## src/rtl/spi_prog_pkg.sv

```systemverilog
package spi_prog_pkg;

    localparam int ADDR_W = 6;

    // register address map
    localparam logic [ADDR_W-1:0] A_CMD     = 6'h00;
    localparam logic [ADDR_W-1:0] A_BITCNT  = 6'h01;
    localparam logic [ADDR_W-1:0] A_DIV     = 6'h02;
    localparam logic [ADDR_W-1:0] A_TX_BASE = 6'h08;
    localparam logic [ADDR_W-1:0] A_RX_BASE = 6'h10;

    // position of the start / busy bit inside the command register
    localparam int START_BIT = 2;

    typedef enum logic [1:0] {
        ST_IDLE  = 2'd0,
        ST_LEAD  = 2'd1,
        ST_SHIFT = 2'd2,
        ST_TAIL  = 2'd3
    } eng_state_e;

endpackage

```

## src/rtl/spi_prog_regs.sv

```systemverilog
module spi_prog_regs
    import spi_prog_pkg::*;
#(
    parameter int TX_BYTES = 6,
    parameter int RX_BYTES = 10,
    parameter int CNTR_W   = 8,
    parameter int DIV_W    = 8
) (
    input  logic                      clk,
    input  logic                      rst_n,
    input  logic                      reg_we,
    input  logic [ADDR_W-1:0]         reg_addr,
    input  logic [7:0]                reg_wdata,
    output logic [7:0]                reg_rdata,
    input  logic                      busy,
    input  logic [RX_BYTES*8-1:0]     rx_vec,
    output logic                      start,
    output logic [CNTR_W-1:0]         bit_count,
    output logic [DIV_W-1:0]          div,
    output logic [TX_BYTES*8-1:0]     tx_vec
);

    typedef struct packed {
        logic [TX_BYTES-1:0][7:0] tx;
        logic [CNTR_W-1:0]        cnt;
        logic [DIV_W-1:0]         div;
    } regs_t;

    regs_t regs_d, regs_q;

    always_comb begin
        regs_d = regs_q;
        if (reg_we) begin
            if (reg_addr == A_BITCNT) begin
                regs_d.cnt = CNTR_W'(reg_wdata);
            end
            if (reg_addr == A_DIV) begin
                regs_d.div = DIV_W'(reg_wdata);
            end
            for (int i = 0; i < TX_BYTES; i++) begin
                if (reg_addr == A_TX_BASE + ADDR_W'(i)) begin
                    regs_d.tx[i] = reg_wdata;
                end
            end
        end
    end

    always_ff @(posedge clk or negedge rst_n) begin
        if (!rst_n) begin
            regs_q <= '0;
        end else begin
            regs_q <= regs_d;
        end
    end

    // start request; the engine decides whether it is accepted
    assign start     = reg_we && (reg_addr == A_CMD) && reg_wdata[START_BIT];
    assign bit_count = regs_q.cnt;
    assign div       = regs_q.div;
    assign tx_vec    = regs_q.tx;

    always_comb begin
        reg_rdata = '0;
        if (reg_addr == A_CMD) begin
            reg_rdata[START_BIT] = busy;
        end else if (reg_addr == A_BITCNT) begin
            reg_rdata = 8'(regs_q.cnt);
        end else if (reg_addr == A_DIV) begin
            reg_rdata = 8'(regs_q.div);
        end
        for (int i = 0; i < TX_BYTES; i++) begin
            if (reg_addr == A_TX_BASE + ADDR_W'(i)) begin
                reg_rdata = regs_q.tx[i];
            end
        end
        for (int j = 0; j < RX_BYTES; j++) begin
            if (reg_addr == A_RX_BASE + ADDR_W'(j)) begin
                reg_rdata = rx_vec[j*8 +: 8];
            end
        end
    end

    AST_START_IS_CMD_WRITE: assert property (@(posedge clk) disable iff (!rst_n)
        $rose(busy) |-> $past(reg_we) && ($past(reg_addr) == A_CMD))
        else $error("busy rose without a command write");

endmodule

```

## src/rtl/spi_prog_clkgen.sv

```systemverilog
module spi_prog_clkgen #(
    parameter int DIV_W = 8
) (
    input  logic             clk,
    input  logic             rst_n,
    input  logic             run,
    input  logic [DIV_W-1:0] div,
    output logic             tick
);

    typedef struct packed {
        logic [DIV_W-1:0] cnt;
    } gen_t;

    gen_t gen_d, gen_q;

    always_comb begin
        gen_d = gen_q;
        tick  = run && (gen_q.cnt == div);
        if (!run || tick) begin
            gen_d.cnt = '0;
        end else begin
            gen_d.cnt = gen_q.cnt + 1'b1;
        end
    end

    always_ff @(posedge clk or negedge rst_n) begin
        if (!rst_n) begin
            gen_q <= '0;
        end else begin
            gen_q <= gen_d;
        end
    end

    AST_TICK_SPACING: assert property (@(posedge clk) disable iff (!rst_n)
        ($past(tick) && run && $past(run) && (div != '0) && $stable(div)) |-> !tick)
        else $error("ticks closer than the divider allows");

endmodule

```

## src/rtl/spi_prog_engine.sv

```systemverilog
module spi_prog_engine
    import spi_prog_pkg::*;
#(
    parameter int TX_BYTES = 6,
    parameter int RX_BYTES = 10,
    parameter int CNTR_W   = 8
) (
    input  logic                  clk,
    input  logic                  rst_n,
    input  logic                  start,
    input  logic [CNTR_W-1:0]     bit_count,
    input  logic [TX_BYTES*8-1:0] tx_vec,
    input  logic                  tick,
    input  logic                  miso,
    output logic                  busy,
    output logic                  sclk,
    output logic                  cs_n,
    output logic                  mosi,
    output logic [RX_BYTES*8-1:0] rx_vec
);

    localparam int TXW    = TX_BYTES * 8;
    localparam int RXW    = RX_BYTES * 8;
    localparam int LEFT_W = $clog2(TXW + 1);

    typedef struct packed {
        eng_state_e        st;
        logic              sclk;
        logic              cs_n;
        logic [TXW-1:0]    txsh;
        logic [RXW-1:0]    rxsh;
        logic [LEFT_W-1:0] left;
    } eng_t;

    eng_t eng_d, eng_q;
    logic [LEFT_W-1:0] eff_len;

    // clamp the programmed length to the transmit bank size
    always_comb begin
        if (int'(bit_count) > TXW) begin
            eff_len = LEFT_W'(TXW);
        end else begin
            eff_len = LEFT_W'(bit_count);
        end
    end

    always_comb begin
        eng_d = eng_q;
        unique case (eng_q.st)
            ST_IDLE: begin
                if (start && (eff_len != '0)) begin
                    eng_d.st   = ST_LEAD;
                    eng_d.cs_n = 1'b0;
                    eng_d.sclk = 1'b0;
                    eng_d.txsh = tx_vec;
                    eng_d.left = eff_len;
                end
            end
            ST_LEAD: begin
                if (tick) begin
                    eng_d.st = ST_SHIFT;
                end
            end
            ST_SHIFT: begin
                if (tick) begin
                    if (!eng_q.sclk) begin
                        eng_d.sclk = 1'b1;
                        eng_d.rxsh = {eng_q.rxsh[RXW-2:0], miso};
                    end else begin
                        eng_d.sclk = 1'b0;
                        eng_d.txsh = {eng_q.txsh[TXW-2:0], 1'b0};
                        eng_d.left = eng_q.left - 1'b1;
                        if (eng_q.left == LEFT_W'(1)) begin
                            eng_d.st = ST_TAIL;
                        end
                    end
                end
            end
            ST_TAIL: begin
                if (tick) begin
                    eng_d.cs_n = 1'b1;
                    eng_d.st   = ST_IDLE;
                end
            end
            default: eng_d.st = ST_IDLE;
        endcase
    end

    always_ff @(posedge clk or negedge rst_n) begin
        if (!rst_n) begin
            eng_q      <= '0;
            eng_q.st   <= ST_IDLE;
            eng_q.cs_n <= 1'b1;
        end else begin
            eng_q <= eng_d;
        end
    end

    assign busy   = (eng_q.st != ST_IDLE);
    assign sclk   = eng_q.sclk;
    assign cs_n   = eng_q.cs_n;
    assign mosi   = eng_q.cs_n ? 1'b0 : eng_q.txsh[TXW-1];
    assign rx_vec = eng_q.rxsh;

    AST_IDLE_CLOCK_LOW: assert property (@(posedge clk) disable iff (!rst_n)
        cs_n |-> !sclk)
        else $error("sclk high while deselected");

    AST_MOSI_HOLD_HIGH: assert property (@(posedge clk) disable iff (!rst_n)
        (sclk && $past(sclk)) |-> $stable(mosi))
        else $error("mosi moved while sclk high");

    AST_BUSY_NEEDS_START: assert property (@(posedge clk) disable iff (!rst_n)
        $rose(busy) |-> $past(start))
        else $error("busy without a start request");

    AST_RELEASE_ENDS_BUSY: assert property (@(posedge clk) disable iff (!rst_n)
        $rose(cs_n) |-> !busy)
        else $error("chip select released while busy");

    AST_LEFT_BOUND: assert property (@(posedge clk) disable iff (!rst_n)
        int'(eng_q.left) <= TXW)
        else $error("bit counter beyond bank size");

    AST_LEAD_CLOCK_LOW: assert property (@(posedge clk) disable iff (!rst_n)
        $fell(cs_n) |-> !sclk)
        else $error("selected with sclk high");

endmodule

```

## src/rtl/spi_prog_shifter.sv

```systemverilog
module spi_prog_shifter
    import spi_prog_pkg::*;
#(
    parameter int TX_BYTES = 6,
    parameter int RX_BYTES = 10,
    parameter int CNTR_W   = 8,
    parameter int DIV_W    = 8
) (
    input  logic              clk,
    input  logic              rst_n,
    input  logic              reg_we,
    input  logic [ADDR_W-1:0] reg_addr,
    input  logic [7:0]        reg_wdata,
    output logic [7:0]        reg_rdata,
    output logic              sclk,
    output logic              cs_n,
    output logic              mosi,
    input  logic              miso
);

    logic                  start_w;
    logic                  busy_w;
    logic                  tick_w;
    logic [CNTR_W-1:0]     count_w;
    logic [DIV_W-1:0]      div_w;
    logic [TX_BYTES*8-1:0] tx_w;
    logic [RX_BYTES*8-1:0] rx_w;

    spi_prog_regs #(
        .TX_BYTES (TX_BYTES),
        .RX_BYTES (RX_BYTES),
        .CNTR_W   (CNTR_W),
        .DIV_W    (DIV_W)
    ) u_regs (
        .clk       (clk),
        .rst_n     (rst_n),
        .reg_we    (reg_we),
        .reg_addr  (reg_addr),
        .reg_wdata (reg_wdata),
        .reg_rdata (reg_rdata),
        .busy      (busy_w),
        .rx_vec    (rx_w),
        .start     (start_w),
        .bit_count (count_w),
        .div       (div_w),
        .tx_vec    (tx_w)
    );

    spi_prog_clkgen #(
        .DIV_W (DIV_W)
    ) u_clkgen (
        .clk   (clk),
        .rst_n (rst_n),
        .run   (busy_w),
        .div   (div_w),
        .tick  (tick_w)
    );

    spi_prog_engine #(
        .TX_BYTES (TX_BYTES),
        .RX_BYTES (RX_BYTES),
        .CNTR_W   (CNTR_W)
    ) u_engine (
        .clk       (clk),
        .rst_n     (rst_n),
        .start     (start_w),
        .bit_count (count_w),
        .tx_vec    (tx_w),
        .tick      (tick_w),
        .miso      (miso),
        .busy      (busy_w),
        .sclk      (sclk),
        .cs_n      (cs_n),
        .mosi      (mosi),
        .rx_vec    (rx_w)
    );

endmodule

```

## config.mk

```make
export PLATFORM = sky130hd
export DESIGN_NAME = spi_prog_shifter
export DESIGN_NICKNAME = d
export VERILOG_FILES = /design/src/rtl/spi_prog_pkg.sv /design/src/rtl/spi_prog_regs.sv /design/src/rtl/spi_prog_clkgen.sv /design/src/rtl/spi_prog_engine.sv /design/src/rtl/spi_prog_shifter.sv
export SDC_FILE = /design/constraint.sdc
export NUM_CORES = 1
export LEC_CHECK = 0
export ABC_AREA = 1
export BUFFER_PORTS_ARGS = -buffer_cell sky130_fd_sc_hd__buf_2
export CAP_MARGIN = 20
export CORE_MARGIN = 3
export CORE_UTILIZATION = 45
export CTS_BUF_LIST = sky130_fd_sc_hd__clkbuf_2 sky130_fd_sc_hd__clkbuf_4 sky130_fd_sc_hd__clkbuf_8
export DETAILED_ROUTE_END_ITERATION = 16
export SYNTH_ARGS = -nofsm -noshare
export SYNTH_HDL_FRONTEND = slang
export SYNTH_SLANG_ARGS = --single-unit
export TNS_END_PERCENT = 30
```

## constraint.sdc

```tcl
create_clock -name clk -period 2.6 [get_ports clk]
set_clock_uncertainty 0.15 [all_clocks]
set_input_delay 0.26 -clock clk [delete_from_list [all_inputs] [get_ports clk]]
set_output_delay 0.26 -clock clk [all_outputs]
set_load 0.01 [all_outputs]
```

* Word level (Yosys, flattened, before mapping)
Index checks and enable logic that the tools add are counted.
** Operators by class
- $add $sub $neg :: 2
- $lt $le $gt $ge :: 1
- Equal/unequal tests :: 29
- Multiplexer cells :: 42
- Bitwise logic cells :: 1
- Reduce and logical (&&, ||, !) cells :: 25
** Operator list (number)
- $mux 8 :: 19
- $mux 134 :: 1
- $pmux 48 s2 :: 1
- $mux 80 :: 1
- $eq 6x5->1 const B :: 10
- $mux 52 :: 1
- $mux 48 :: 1
- $eq 6x4->1 const B :: 6
- $mux 6 :: 3
- $reduce_and 2->1 :: 8
- $eq 6x1->1 const B :: 2
- $pmux 6 s2 :: 1
- $mux 2 :: 5
- $reduce_and 3->1 :: 3
- $add 8x1->8 const B :: 1
- $eq 8x8->1 :: 1
- $gt 8x6->1 const B :: 1
- $pmux 2 s4 :: 1
- $eq 6x2->1 const B :: 1
- $logic_not 6->1 :: 1
- $ne 2x1->1 const B :: 3
- $ne 2x2->1 const B :: 3
- $reduce_and 6->1 :: 1
- $reduce_bool 2->1 :: 3
- other kinds (14) :: 22
** Word-level totals
- Flip-flop bits (word level) :: 210
- Bits of input ports :: 18

* Longest topological paths before layout
Gate-level depths: netlist of the first run.
- Depth after elaboration :: 20
- Mapped depth :: 15
- Depth with buffers taken out :: 15

* Cells and area by module
Synthesis of the first run repeated with hierarchy kept, for this count alone.
** Second synthesis, totals
- Cells, all modules :: 1235
- Area, all modules :: 11265.8 µm²
** Modules (own cells, without submodules)
- spi_prog_engine :: times used 1, cells an instance 631, area an instance 7105.6 µm², sequential area each 3454.6 µm²
- spi_prog_regs :: times used 1, cells an instance 533, area an instance 3646.0 µm², sequential area each 1601.5 µm²
- spi_prog_clkgen :: times used 1, cells an instance 71, area an instance 514.2 µm², sequential area each 200.2 µm²

* Worst setup path before layout of the first run
No wires, ideal clock.
- Path kind :: flip-flop to flip-flop
- From :: register u_clkgen.gen_q[7] (netlist bit)
- To :: register u_engine.eng_q[119] (netlist bit)
- Data arrival time :: 1.793 ns
- Setup slack :: 0.536 ns
- Cell stages (with the launch flop) :: 14
- Path buffers :: 2
- Clock period less this slack :: 2.064 ns
- Cell sequence :: dfrtp_1 inv_1 or2_2 nand4_1 nor4_2 nand2_1 inv_2 nand2_4 nand2_2 nand3b_4 clkinv_2 buf_6 buf_6 o21ai_1
** Between the ends
- Cells in the longest elaborated chain, start to end :: 4
** Ends and longest elaborated chain
- from (decl) :: line spi_prog_clkgen.sv:15 : gen_t gen_d, gen_q;
- from (signal assigned) :: line spi_prog_clkgen.sv:31 : gen_q <= gen_d;
- $eq 8x8->1 :: line spi_prog_clkgen.sv:19 : tick = run && (gen_q.cnt == div);
- $logic_and 1x1->1 :: line spi_prog_clkgen.sv:19
- $ne 2x2->1 (no source line)
- $reduce_and 4->1 (no source line)
- to (signal assigned) :: line spi_prog_engine.sv:95 : eng_q <= eng_d;
- to (decl) :: line spi_prog_engine.sv:35 : eng_t eng_d, eng_q;
Every way passes these cells.
A chain may end at the register's enable or synchronous reset.

* Worst setup path in the final report of the first run
- From :: register u_engine.eng_q[136] (netlist bit)
- To :: output reg_rdata[2]
** Between the ends
- Cells in the longest elaborated chain, start to end :: 18
** Ends and longest elaborated chain
- $reduce_bool 2->1 :: line spi_prog_engine.sv:99 : assign busy = (eng_q.st != ST_IDLE);
- $mux 1 :: line spi_prog_regs.sv:64 : if (reg_addr == A_CMD) begin
- $mux 8 (6 in series) :: line spi_prog_regs.sv:72 : if (reg_addr == A_TX_BASE + ADDR_W'(i)) begin
- $mux 8 (10 in series) :: line spi_prog_regs.sv:77 : if (reg_addr == A_RX_BASE + ADDR_W'(j)) begin
- to (decl) :: line spi_prog_shifter.sv:14 : output logic [7:0] reg_rdata,
Every way passes these cells.

==> results of run 1 <==
-- critical path, stage by stage, from the launching register on --
cell and delay [ns]:
dfrtp_1 0.39, inv_2 0.09, ha_4 0.16, inv_4 0.04, nand4_1 0.08, nand3_1 0.11
nor2_1 0.09, nand4_1 0.07, nand2_1 0.10, nand4_1 0.10, nand2_1 0.08, nand4_1 0.11
nor2_1 0.11, nand4_1 0.08, buf_2 0.15
-- flip-flops by register name, indices dropped and copies added, names as in the netlist --
signal,cells
u_clkgen.gen_q,8
u_engine.cs_n,1
u_engine.eng_q,56
u_engine.rx_vec,80
u_engine.sclk,1
u_regs.bit_count,8
u_regs.div,8
u_regs.tx_vec,48
-- power by group through the flow --
stage	logic (mW)	registers, mW	clock network (mW)
after floorplan	2.20	4.29	0
after global placement	2.83	4.41	0
after detailed placement	2.88	4.43	0
after CTS	2.98	4.37	3.24
after global routing	3.44	4.45	3.41
final	3.01	4.38	3.16
-- cells by family (layout without fill, tap and decap cells) --
logic type,count (synthesis),after routing,synth area share
AO/OA/AOI/OAI,218,218,0.117
XOR/XNOR,5,5,0.00422
adder cells (fa/ha/maj),8,8,0.00964
buffers and inverters,257,364,0.0996
flip-flops,210,210,0.506
multiplexers,64,64,0.0617
other,0,1,0
AND/OR/NAND/NOR,503,503,0.202
-- timing repair --
item / in CTS / in global routing
hold buffers: 2 / 0
endpoints found under the hold margin: 70 / 0
setup buffers: 4 / 4
setup endpoints to repair: 2 / 8
resized for setup: 7 / 11
pin swaps: 7 / 9
-- path summary, 6_finish.rpt --
check	start	end	slack, ns	cells after the start
setup / recovery	u_engine.eng_q[136]$_DFFE_PN0P_	reg_rdata[2]	-0.11	14
hold / removal	reg_wdata[1]	u_regs.div[1]$_DFFE_PN0P_	0.06	3
setup reg to reg	u_regs.div[1]$_DFFE_PN0P_	u_engine.rx_vec[9]$_DFFE_PN0P_	0.20	12
min in group asynchronous	rst_n	u_engine.eng_q[91]$_DFFE_PN0P_	0.13	2
max in group asynchronous	rst_n	u_engine.rx_vec[74]$_DFFE_PN0P_	1.38	3
hold reg to reg	u_clkgen.gen_q[0]$_DFF_PN0_	u_clkgen.gen_q[0]$_DFF_PN0_	0.32	1
-- cell type report --
| class | count | area, um^2 | area share |
|---|---|---|---|
| Sequential cell | 210 | 5260 | 0.439 |
| Multi-Input combinational cell | 798 | 4140 | 0.346 |
| Inverter | 213 | 805 | 0.0672 |
| Clock buffer | 62 | 766 | 0.0639 |
| Timing Repair Buffer | 86 | 641 | 0.0535 |
| Tap cell | 280 | 350 | 0.0292 |
| Clock inverter | 3 | 15.0 | 0.00125 |
| Antenna cell | 1 | 2.50 | 0.000209 |
-- Yosys cell counts, drive strengths merged --
master    n  area share
nand2   339        0.12
inv     210       0.076
dfrtp   209        0.50
o21ai   181       0.097
nor2     77       0.028
mux2i    64       0.062
nand4    33       0.020
nand3    29       0.014
clkbuf   27       0.010
a21oi    19      0.0092
buf      17       0.012
o22ai    15      0.0090
nor3      9      0.0043
ha        8      0.0096
or2       6      0.0036
nor3b     4      0.0029
xor2      4      0.0034
clkinv    3      0.0012
and3      2      0.0012
nor4      2      0.0018
a31oi     1     0.00060
and2      1     0.00060
dfstp     1      0.0025
nand3b    1      0.0019
o211ai    1     0.00072
o31ai     1     0.00072
xnor2     1     0.00084
-- through the flow --
step,TNS [ns],cells
5_1_grt,-0.746,1653
2_1_floorplan,0,1265
4_1_cts,-0.228,1648
3_3_place_gp,0,1577
3_5_place_dp,0,1577
6_report,-0.111,1653
-- routing by layer --
layer  wire, um  up-vias  global-route usage
met2      11200      226               0.316
met5          0        -                   0
met3       1360       54              0.0377
li1           -     4198                   -
met1      13300     3879               0.338
met4        542        0              0.0590
==> results.tsv, run 1 <==
stage	metric	value	unit
synthesis	yosysWarnings	0	
sta	slew_headroom	0.624	
clock_network	cts-root-buf	clkbuf_8	
sta	period_share	1.04	
global_routing	grt_use_total	0.218	
power_and_ir_drop	switching_share	0.342	
detailed_routing	ant_nets	0	
clock_network	cts.sinks	210	
placement	gp_congestion	0.987	
placement	pre_cts_slack	0.0278	ns
sta	tightest_slew	0.559	ns
finish	drive_gt1_frac	0.151	
worst_setup_path	arrival	2.30	ns
clock_network	cts_buffers	38	
worst_setup_path	startpoint_type	flip-flop	
synthesis	synth_cell_type_count	37	
power_and_ir_drop	p_switching	3.61	mW
sta	hold_viol	0	
global_routing	grt_pass1_vias	7831	
finish	layout_commonest_cell	nand2_1	
sta	timing.hold.ws	0.0611	ns
die	io_pins	29	
detailed_routing	drc	0	
global_routing	antenna_found_initial	1	
power_and_ir_drop	pwr-share-seq	0.415	
finish	fill_cells	2094	
die	initial_core_util	0.467	
power_and_ir_drop	powerDensity	880	nW/um^2
power_and_ir_drop	p_int	6.94	mW
finish	nets	1373	
clock_network	clock_path_buffers	3	
sta	setup_slack	-0.111	ns
synthesis	syn-mean-instance-area	8.21	um^2
sta	maxSlewViolCount	0	
worst_setup_path	crit_type	flip-flop to output port	
detailed_routing	drt_iter0_drc	631	
die	dieHeight	158	um
sta	fin_crit	2.71	ns
detailed_routing	drt-pass1-iter-count	5	
global_routing	grt_pass1_wl	42800	um
power_and_ir_drop	totalPowerFinal	10.5	mW
clock_network	htreeDepth	2	
sta	finalSetupViolCount	1	
finish	final_cell_mix	nand2_1, dfrtp_1, inv_1	
detailed_routing	via_count	8357	
die	die-area	24900	um^2
sta	max_freq	0.369	GHz
synthesis	syn_nets	1291	
power_and_ir_drop	p_comb_frac	0.285	
detailed_routing	wirelength	26300	um
detailed_routing	routed_wire_length_per_instance	15.9	um
clock_network	tritoncts	yes	
worst_setup_path	cp_max_fo	2	
clock_network	clk_pin_slew	0.06	ns
die	num_rows	54	
placement	dp_hpwl	18900	um
worst_setup_path	worstPathRequired	2.19	ns
synthesis	syn-instance-count	1265	
worst_setup_path	cp-end-kind	output port	
clock_network	clock_latency	0.52	ns
global_routing	grt_overflow_total	0	
job	cap_violations	0	
outcome	violations	setup timing	
synthesis	yosysSeqAreaShare	0.506	
die	die_x	158	um
sta	rsz0062_at_grt	true	
placement	port_buffers	28	
synthesis	syn-cell-area	10400	um^2
detailed_routing	viasPerCell	5.06	
outcome	status	finished, violations left	
finish	syn_to_final_growth	15.3	%
placement	placed_cell_area	11100	um^2
finish	fin_util	0.539	
min_path	hp-class	input port to flip-flop	
power_and_ir_drop	pwr-share-clk	0.300	
power_and_ir_drop	ir_drop	0.000455	V
power_and_ir_drop	p_leak	6.69	nW
global_routing	grt_max_degree	70	
finish	final_area	12000	um^2
die	coreArea	22200	um^2
synthesis	synth_seq_cells	210	
Note: power is estimated with default switching activity, not from simulation.
==> inputs of run 2 (changes only) <==
REMOVE_ABC_BUFFERS = 1   (was default)
==> run 2 against run 1 <==
- the flow still finishes with violations (setup timing)
- critical path depth stayed put
- global-route usage is 0.33 points lower
- total power is 0.49% lower
- largest cell class unchanged
- register-to-register slack better by 0.02 ns
- via count is 0.55% lower
- non-clock buffer count is 12 lower
- maximum frequency is 4.3% lower
- combinational power is 4% lower
- critical endpoint unchanged
- setup slack worse by 0.12 ns
- count of clock-buffer cells in the layout is 4 lower
- sequential share of layout area is 0.11 points higher
==> results.tsv, run 2 (synthesized netlist as in run 1, its figures left out) <==
stage	metric	value	unit
clock_network	cts_buffers	39	
worst_setup_path	startpoint_type	flip-flop	
die	die-area	24900	um^2
sta	tightest_slew	0.628	ns
sta	max_freq	0.353	GHz
worst_setup_path	crit_type	flip-flop to output port	
detailed_routing	met1Wirelength	12500	um
finish	final_cell_mix	nand2_1, dfrtp_1, inv_1	
global_routing	grt_pass1_vias	8002	
detailed_routing	drt_iter0_drc	715	
worst_setup_path	arrival	2.42	ns
placement	dp_hpwl	18200	um
clock_network	clock_latency	0.53	ns
detailed_routing	drt-pass1-iter-count	5	
clock_network	tritoncts	yes	
min_path	hp-class	input port to flip-flop	
finish	nets	1362	
clock_network	cts.sinks	210	
die	die_x	158	um
detailed_routing	wl_met2	11600	um
placement	port_buffers	28	
finish	largest_reg_flops	80	
sta	rsz0062_at_grt	true	
worst_setup_path	cp_max_fo	2	
finish	layout_commonest_cell	nand2_1	
worst_setup_path	slowest_delay	0.40	ns
clock_network	clock_path_buffers	3	
clock_network	cts-root-buf	clkbuf_8	
power_and_ir_drop	ir_drop	0.000718	V
finish	antennaDiodeCount	0	
job	cap_violations	0	
detailed_routing	ant_nets	0	
power_and_ir_drop	p_leak	6.66	nW
worst_setup_path	cp-end-kind	output port	
global_routing	antenna_found_initial	0	
detailed_routing	wirelength	25700	um
sta	period_share	1.09	
outcome	violations	setup timing	
detailed_routing	routed_wire_length_per_instance	15.7	um
die	initial_core_util	0.467	
sta	maxSlewViolCount	0	
detailed_routing	viasPerCell	5.06	
worst_setup_path	crit_path_top_delay_cell	dfrtp_1	
worst_setup_path	crit_path_frequent_cell	nand4_1	
power_and_ir_drop	powerDensity	878	nW/um^2
sta	fin_crit	2.83	ns
finish	fill_cells	2047	
sta	finalSetupViolCount	2	
placement	gp_congestion	0.926	
die	io_pins	29	
detailed_routing	drc	0	
finish	final_area	11900	um^2
worst_setup_path	path_cells	inv_2 > ha_4 > inv_4 > nand4_1 > nand3_2 > nor2_2 > nand4_1 > nand2_1 > nand4_1 > nand2_1 > nand4_1 > nor2_1 > nand4_1 > buf_2	
global_routing	grt_overflow_total	0	
finish	syn_to_final_growth	15.0	%
sta	setup_slack	-0.234	ns
die	dieHeight	158	um
sta	slew_headroom	0.581	
worst_setup_path	worstPathRequired	2.19	ns
finish	drive_gt1_frac	0.145	
outcome	status	finished, violations left	
global_routing	grt_max_degree	80	
sta	hold_viol	0	
detailed_routing	top_layer	met4	
placement	placed_cell_area	11000	um^2
global_routing	grt_pass1_wl	42400	um
global_routing	grt_use_total	0.215	
finish	fin_util	0.538	
detailed_routing	via_count	8311	
die	coreArea	22200	um^2
clock_network	clk_pin_slew	0.06	ns
clock_network	htreeDepth	2	
die	num_rows	54	
detailed_routing	met3_length	1110	um
run 2: critical path, delay by kind of cell (launching register included):
family | cells | cell delay, ns
flops | 1 | 0.40
simple gates | 10 | 1.05
buf+inv | 3 | 0.28
fa+ha+maj | 1 | 0.16
run 2: cell type report:
cell class	instances	area, um^2	share of cell area
sequential	210	5260	0.440
multi-input combinational	798	4150	0.347
inverter	213	803	0.0672
clock buffer	58	723	0.0605
timing repair buffer	74	592	0.0495
tap	280	350	0.0293
clock inverter	8	71.3	0.00597
run 2: stage by stage:
step	power, mW	hold slack (ns)	instances	setup TNS [ns]	setup slack [ns]
after floorplan	6.28	-0.186	1221	-249.51	-2.45
after global placement	7.16	0.157	1566	0	0.0297
after detailed placement	7.21	0.161	1566	0	0.00561
after CTS	10.6	0.0121	1639	-0.423	-0.302
after global routing	11.3	0.0380	1641	-1.03	-0.429
final	10.5	0.0356	1641	-0.258	-0.234
run 2: metal layers:
layer,vias up,GRT usage
met3,46,0.0380
li1,4172,-
met2,174,0.327
met4,0,0.0651
met5,-,0
met1,3919,0.315
run 2: worst paths after layout:
| kind | to | slack, ns | from | cells past startpoint |
|---|---|---|---|---|
| min in group asynchronous | u_engine.eng_q[2]$_DFFE_PN0P_ | 0.16 | rst_n | 2 |
| max | reg_rdata[2] | -0.23 | u_engine.eng_q[137]$_DFFE_PN0P_ | 14 |
| min reg2reg | u_clkgen.gen_q[0]$_DFF_PN0_ | 0.31 | u_clkgen.gen_q[0]$_DFF_PN0_ | 1 |
| min | u_regs.tx_vec[43]$_DFFE_PN0P_ | 0.04 | reg_wdata[3] | 3 |
| max in group asynchronous | u_engine.eng_q[122]$_DFFE_PN0P_ | 1.43 | rst_n | 3 |
| max reg2reg | u_engine.eng_q[121]$_DFFE_PN0P_ | 0.22 | u_regs.div[6]$_DFFE_PN0P_ | 13 |
run 2: report_power, final:
part	switching [mW]	internal (mW)
clock	1.36	1.87
sequential	0.406	3.97
combinational	1.84	1.04
total	3.60	6.89
run 2: timing repair:
item	CTS	global route
gates resized for setup	8	12
pin swaps	6	11
hold endpoints to repair	74	0
endpoints found under the setup margin	2	10
hold buffers	2	0
setup buffers	5	2
